File: src/rtl/rtc_pkg.sv
package rtc_pkg;

    localparam int DATA_W   = 8;
    localparam int REG_SEC  = 0;
    localparam int REG_MIN  = 1;
    localparam int REG_HOUR = 2;
    localparam int REG_DAY  = 3;
    localparam int REG_WDAY = 4;
    localparam int REG_MON  = 5;
    localparam int REG_YEAR = 6;

    typedef struct packed {
        logic       vl;
        logic [6:0] sec;
        logic [6:0] min;
        logic [5:0] hour;
        logic [5:0] day;
        logic [2:0] wday;
        logic       cent;
        logic [4:0] mon;
        logic [7:0] year;
    } rtc_time_t;

    // Increment a two-digit packed BCD value (no wrap handling)
    function automatic logic [7:0] bcd_inc8(input logic [7:0] v);
        logic [7:0] r;
        if (v[3:0] >= 4'd9) r = {v[7:4] + 4'd1, 4'd0};
        else                r = {v[7:4], v[3:0] + 4'd1};
        return r;
    endfunction

    function automatic logic leap_bcd(input logic [7:0] y);
        logic r;
        if (y[4] == 1'b0) r = (y[3:0] == 4'd0) || (y[3:0] == 4'd4) || (y[3:0] == 4'd8);
        else              r = (y[3:0] == 4'd2) || (y[3:0] == 4'd6);
        return r;
    endfunction

    function automatic logic [5:0] month_len_bcd(input logic [4:0] m, input logic [7:0] y);
        logic [5:0] r;
        case (m)
            5'h02:                      r = leap_bcd(y) ? 6'h29 : 6'h28;
            5'h04, 5'h06, 5'h09, 5'h11: r = 6'h30;
            default:                    r = 6'h31;
        endcase
        return r;
    endfunction

endpackage

File: src/rtl/rtc_tick_gate.sv
module rtc_tick_gate (
    input  logic clk,
    input  logic rst_n,
    input  logic tick,
    input  logic freeze,
    output logic advance,
    output logic pend
);
    logic pend_d, pend_q;

    always_comb begin
        advance = !freeze && (pend_q || tick);
        if (freeze) pend_d = pend_q || tick;
        else        pend_d = pend_q && tick;   // a fresh tick waits behind a pending one
    end

    always_ff @(posedge clk or negedge rst_n) begin
        if (!rst_n) pend_q <= 1'b0;
        else        pend_q <= pend_d;
    end

    assign pend = pend_q;
endmodule

File: src/rtl/rtc_time_step.sv
module rtc_time_step
    import rtc_pkg::*;
(
    input  rtc_time_t cur,
    input  logic      adv,
    output rtc_time_t nxt
);
    logic [7:0] sec_i, min_i, hour_i, day_i, mon_i, year_i;
    logic [5:0] mlen;

    always_comb begin
        sec_i  = bcd_inc8({1'b0, cur.sec});
        min_i  = bcd_inc8({1'b0, cur.min});
        hour_i = bcd_inc8({2'b0, cur.hour});
        day_i  = bcd_inc8({2'b0, cur.day});
        mon_i  = bcd_inc8({3'b0, cur.mon});
        year_i = bcd_inc8(cur.year);
        mlen   = month_len_bcd(cur.mon, cur.year);
        nxt    = cur;
        if (adv) begin
            if (cur.sec != 7'h59) begin
                nxt.sec = sec_i[6:0];
            end else begin
                nxt.sec = 7'h00;
                if (cur.min != 7'h59) begin
                    nxt.min = min_i[6:0];
                end else begin
                    nxt.min = 7'h00;
                    if (cur.hour != 6'h23) begin
                        nxt.hour = hour_i[5:0];
                    end else begin
                        nxt.hour = 6'h00;
                        nxt.wday = (cur.wday >= 3'd6) ? 3'd0 : cur.wday + 3'd1;
                        if (cur.day != mlen) begin
                            nxt.day = day_i[5:0];
                        end else begin
                            nxt.day = 6'h01;
                            if (cur.mon != 5'h12) begin
                                nxt.mon = mon_i[4:0];
                            end else begin
                                nxt.mon = 5'h01;
                                if (cur.year != 8'h99) begin
                                    nxt.year = year_i;
                                end else begin
                                    nxt.year = 8'h00;
                                    nxt.cent = ~cur.cent;
                                end
                            end
                        end
                    end
                end
            end
        end
    end
endmodule

File: src/rtl/rtc_read_mux.sv
module rtc_read_mux
    import rtc_pkg::*;
#(
    parameter int ADDR_W = 3
) (
    input  rtc_time_t           t,
    input  logic [ADDR_W-1:0]   addr,
    output logic [DATA_W-1:0]   rdata
);
    always_comb begin
        case (int'(addr))
            REG_SEC:  rdata = {t.vl, t.sec};
            REG_MIN:  rdata = {1'b0, t.min};
            REG_HOUR: rdata = {2'b0, t.hour};
            REG_DAY:  rdata = {2'b0, t.day};
            REG_WDAY: rdata = {5'b0, t.wday};
            REG_MON:  rdata = {t.cent, 2'b0, t.mon};
            REG_YEAR: rdata = t.year;
            default:  rdata = '0;
        endcase
    end
endmodule

File: src/rtl/bcd_rtc_core.sv
module bcd_rtc_core
    import rtc_pkg::*;
#(
    parameter int ADDR_W = 3
) (
    input  logic              clk,
    input  logic              rst_n,
    input  logic              tick_1hz,
    input  logic              vlow_in,
    input  logic              rd_en,
    input  logic              wr_en,
    input  logic [ADDR_W-1:0] addr,
    input  logic [7:0]        wdata,
    output logic [7:0]        rdata
);
    rtc_time_t time_d, time_q, stepped;
    logic      advance, pend_q;
    logic      freeze;

    assign freeze = rd_en || wr_en;

    rtc_tick_gate u_gate (
        .clk     (clk),
        .rst_n   (rst_n),
        .tick    (tick_1hz),
        .freeze  (freeze),
        .advance (advance),
        .pend    (pend_q)
    );

    rtc_time_step u_step (
        .cur (time_q),
        .adv (advance),
        .nxt (stepped)
    );

    rtc_read_mux #(.ADDR_W(ADDR_W)) u_rmux (
        .t     (time_q),
        .addr  (addr),
        .rdata (rdata)
    );

    always_comb begin
        time_d = stepped;
        if (wr_en) begin
            case (int'(addr))
                REG_SEC:  begin time_d.vl = wdata[7]; time_d.sec = wdata[6:0]; end
                REG_MIN:  time_d.min  = wdata[6:0];
                REG_HOUR: time_d.hour = wdata[5:0];
                REG_DAY:  time_d.day  = wdata[5:0];
                REG_WDAY: time_d.wday = wdata[2:0];
                REG_MON:  begin time_d.cent = wdata[7]; time_d.mon = wdata[4:0]; end
                REG_YEAR: time_d.year = wdata;
                default:  ;
            endcase
        end
        if (vlow_in) time_d.vl = 1'b1;
    end

    always_ff @(posedge clk or negedge rst_n) begin
        if (!rst_n) begin
            time_q    <= '0;
            time_q.vl <= 1'b1;
        end else begin
            time_q <= time_d;
        end
    end
endmodule

File: config.mk
export PLATFORM = sky130hd
export DESIGN_NAME = bcd_rtc_core
export DESIGN_NICKNAME = d
export VERILOG_FILES = /design/src/rtl/rtc_pkg.sv /design/src/rtl/rtc_tick_gate.sv /design/src/rtl/rtc_time_step.sv /design/src/rtl/rtc_read_mux.sv /design/src/rtl/bcd_rtc_core.sv
export SDC_FILE = /design/constraint.sdc
export NUM_CORES = 1
export LEC_CHECK = 0
export BUFFER_PORTS_ARGS = -buffer_cell sky130_fd_sc_hd__buf_2
export CELL_PAD_IN_SITES_DETAIL_PLACEMENT = 1
export CELL_PAD_IN_SITES_GLOBAL_PLACEMENT = 2
export CORE_UTILIZATION = 35
export CTS_CLUSTER_SIZE = 12
export DETAILED_ROUTE_END_ITERATION = 10
export GPL_TIMING_DRIVEN = 0
export PLACE_DENSITY = 0.84
export SLEW_MARGIN = 40
export SYNTH_ARGS = -nofsm -noshare
export SYNTH_HDL_FRONTEND = slang
export SYNTH_SLANG_ARGS = --single-unit
File: constraint.sdc
create_clock -name clk -period 4.46 [get_ports clk]
set_clock_uncertainty 0.1 [all_clocks]
set_input_delay 0.669 -clock clk [delete_from_list [all_inputs] [get_ports clk]]
set_output_delay 0.669 -clock clk [all_outputs]
set_load 0.03 [all_outputs]
==> impl_metrics.toml <==
[worst_setup_path]
critPathBufInv = 4
end_kind = "output pin"
r2r_end = "time_q[6]"
crit_required_ns = 3.69
worstPathArrival_ns = 2.74
reg2reg_slack_ns = 1.19
cp-startpoint = "addr[0]"
path_common_cell = "o21ai_0"
setup.worst_path.end = "rdata[0]"
max_stage_delay_ns = 0.51
cp_max_fo = 10
startpoint_type = "primary input"
slowest_stage = "clkbuf_1"
reg2reg_depth = 9
r2r-start = "time_q[8]"
worstSetupPathType = "in -> out"
critical_path.cell_chain = "buf_2, clkbuf_1, clkbuf_1, mux2i_1, o21ai_0, o21ai_0, o21ai_0, buf_2"
critical_path_depth = 8
worst_path_dominant_cell_family = "buffers and inverters"

[yosys]
synth_edf_count = 0
synth-async-reset-ratio = 1.000
syn_area_per_cell_sq_um = 8.268
ys_ff_latch = 45
syn_nets = 483
synth_ff_type = "dfrtp_1"
synth_cell_type_count = 61
yosysSeqAreaShare = 0.3127
synth_cells = 436
synth.cell_area_sq_um = 3605
yosysWarnings = 0

[placed_design]
gp_congestion = 0.8600
post-place-ws_ns = 1.012
post-dp-hpwl_mm = 8.831
port_buffers = 23

[grt]
grt_pass1_vias = 3340
grt_usage = 0.2372
grt-ovfl-total = 0
antenna_found_initial = 0
grt_max_degree = 46
grt_pass1_wl_mm = 18.85

[route]
ant_nets = 0
wirelength_mm = 11.97
wire_per_inst_microns = 19.94
drcViolationCount = 0
drt_iter0_drc = 258
drtPass1Iterations = 4
drt-vias-per-instance = 5.705
vias = 3423

[sta]
holdWs_ns = 0.2858
tightest_slew_ns = 0.7760
hold_viol_final = 0
rsz0062_at_grt = "false"
max_freq_mhz = 284.7
period_share = 0.7876
finalSetupViolCount = 0
min_period_ns = 3.513
tns_ns = 0
slew_headroom = 0.4782
worst_slack_ns = 0.9474
maxSlewViolCount = 0

[die]
die_w_microns = 103.5
io_pins = 25
die_y_microns = 103.5
dieArea_sq_um = 10710
core-area_sq_um = 9864
start_util = 0.3654
rows = 36

[cts]
clk_latency_ns = 0.31
cts_setup_buffers = 0
root_buffer = "clkbuf_8"
cts_resized = 0
cts.sinks = 45
numCtsBuffers = 5
hold_buffers = 0
cts.path.max_buffers = 2
clk_pin_slew_worst_paths_ns = 0.09
cts_tree = "yes"
h-tree-depth = 2

[pwr]
power.internal_w = 0.0009086
ir_worst_vdd_uv = 143.2
switching_share = 0.4076
p_clk_frac = 0.222
power.switching_w = 0.0006253
pwr-share-seq = 0.435
combPwrFrac = 0.344
p_per_area_nw_per_um2 = 382.5
total_leakage_power_nw = 1.708

[cells_and_area]
antenna_cells = 0
final_common_cell = "nand2_1"
final_cell_mix = "46 x nand2_1, 44 x nor2_1, 44 x dfrtp_1, 39 x o21ai_0, 30 x ha_1"
drive_gt1_frac = 0.1113
final_nets = 513
syn2layout_area_growth_pct = 11.25

[worst_hold_path]
hp-class = "in -> async"

[status]
status = "completed"

[job]
maxCapViolations = 0
-- sequential cells by signal, summed over array words and instances, names as in the netlist --
name and flops:
time_q 44, u_gate.pend 1
-- power by group through the flow --
stage	Combinational, W	Clock (W)	Sequential (W)
finish	0.000527	0.000340	0.000667
global route	0.000595	0.000362	0.000684
detailed placement	0.000526	0	0.000670
global placement	0.000503	0	0.000670
floorplan	0.000391	0	0.000605
CTS	0.000530	0.000347	0.000663
-- cell usage after synthesis, drive strengths merged (3+ instances only) --
library cell / count / area share
nand2b: 6 / 0.010
xor2: 3 / 0.0073
or3: 4 / 0.0069
and2: 5 / 0.0087
inv: 29 / 0.030
a31oi: 18 / 0.031
mux2: 6 / 0.019
nor2b: 6 / 0.010
o31ai: 7 / 0.015
nor3b: 10 / 0.021
nand3: 12 / 0.017
dfrtp: 44 / 0.31
a21oi: 22 / 0.031
o21ai: 40 / 0.057
o211ai: 4 / 0.012
and4: 4 / 0.0097
nand4b: 3 / 0.0073
nand2: 46 / 0.048
ha: 30 / 0.10
nor2: 44 / 0.046
nand4: 4 / 0.0069
mux2i: 5 / 0.015
or4b: 3 / 0.0094
a32o: 3 / 0.0083
and3: 3 / 0.0052
nor3: 12 / 0.020
clkbuf: 17 / 0.018
a22oi: 7 / 0.015
or2: 4 / 0.0069
-- per-layer routing --
layer | share of wire | track usage | vias up
met2 | 0.46 | 0.3754 | 56
met4 | 0.0071 | 0.03900 | 0
met5 | 0 | 0 | -
li1 | - | - | 1647
met3 | 0.032 | 0.02554 | 6
met1 | 0.50 | 0.3524 | 1714
-- worst min-delay path by stage --
stage	startpoint	endpoint	slack [ns]	cells after the start
global route	rst_n	time_q[17]	0.34	1
finish	rst_n	time_q[33]	0.29	1
CTS	rst_n	time_q[42]	0.31	1
global placement	u_gate.pend	u_gate.pend	0.43	2
floorplan	rst_n	time_q[0]	0.27	0
detailed placement	u_gate.pend	u_gate.pend	0.45	2
-- stage by stage --
step / cell area [sq um] / std cells / total power (W) / util
2_1_floorplan: 3605 / 436 / 0.0009959 / -
3_3_place_gp: 3886 / 592 / 0.001172 / 0.3940
3_5_place_dp: 3894 / 592 / 0.001197 / 0.3947
4_1_cts: 4010 / 600 / 0.001540 / 0.4065
5_1_grt: 4010 / 600 / 0.001640 / 0.4065
6_report: 4010 / 600 / 0.001534 / 0.4065
-- cell type report --
class	instances	area (sq um)
clock inverters	1	30.03
well taps	133	166.4
plain buffers	18	67.56
repair buffers	23	117.6
fillers	1216	5854
inverters	29	108.9
flip-flops and latches	45	1127
multi-input cells	344	2306
clock buffers	7	86.33
-- cell families (layout without fill, tap and decap cells) --
logic type	Yosys count	in the layout	synth area share
adder cells (fa/ha/maj)	30	30	0.1041
AO/OA/AOI/OAI	123	123	0.2222
buffers and inverters	47	78	0.04894
AND/OR/NAND/NOR	173	173	0.2537
XOR/XNOR	5	5	0.01215
multiplexers	13	13	0.04616
flip-flops	45	45	0.3127
No activity file was read; power rests on OpenSTA's default activity.
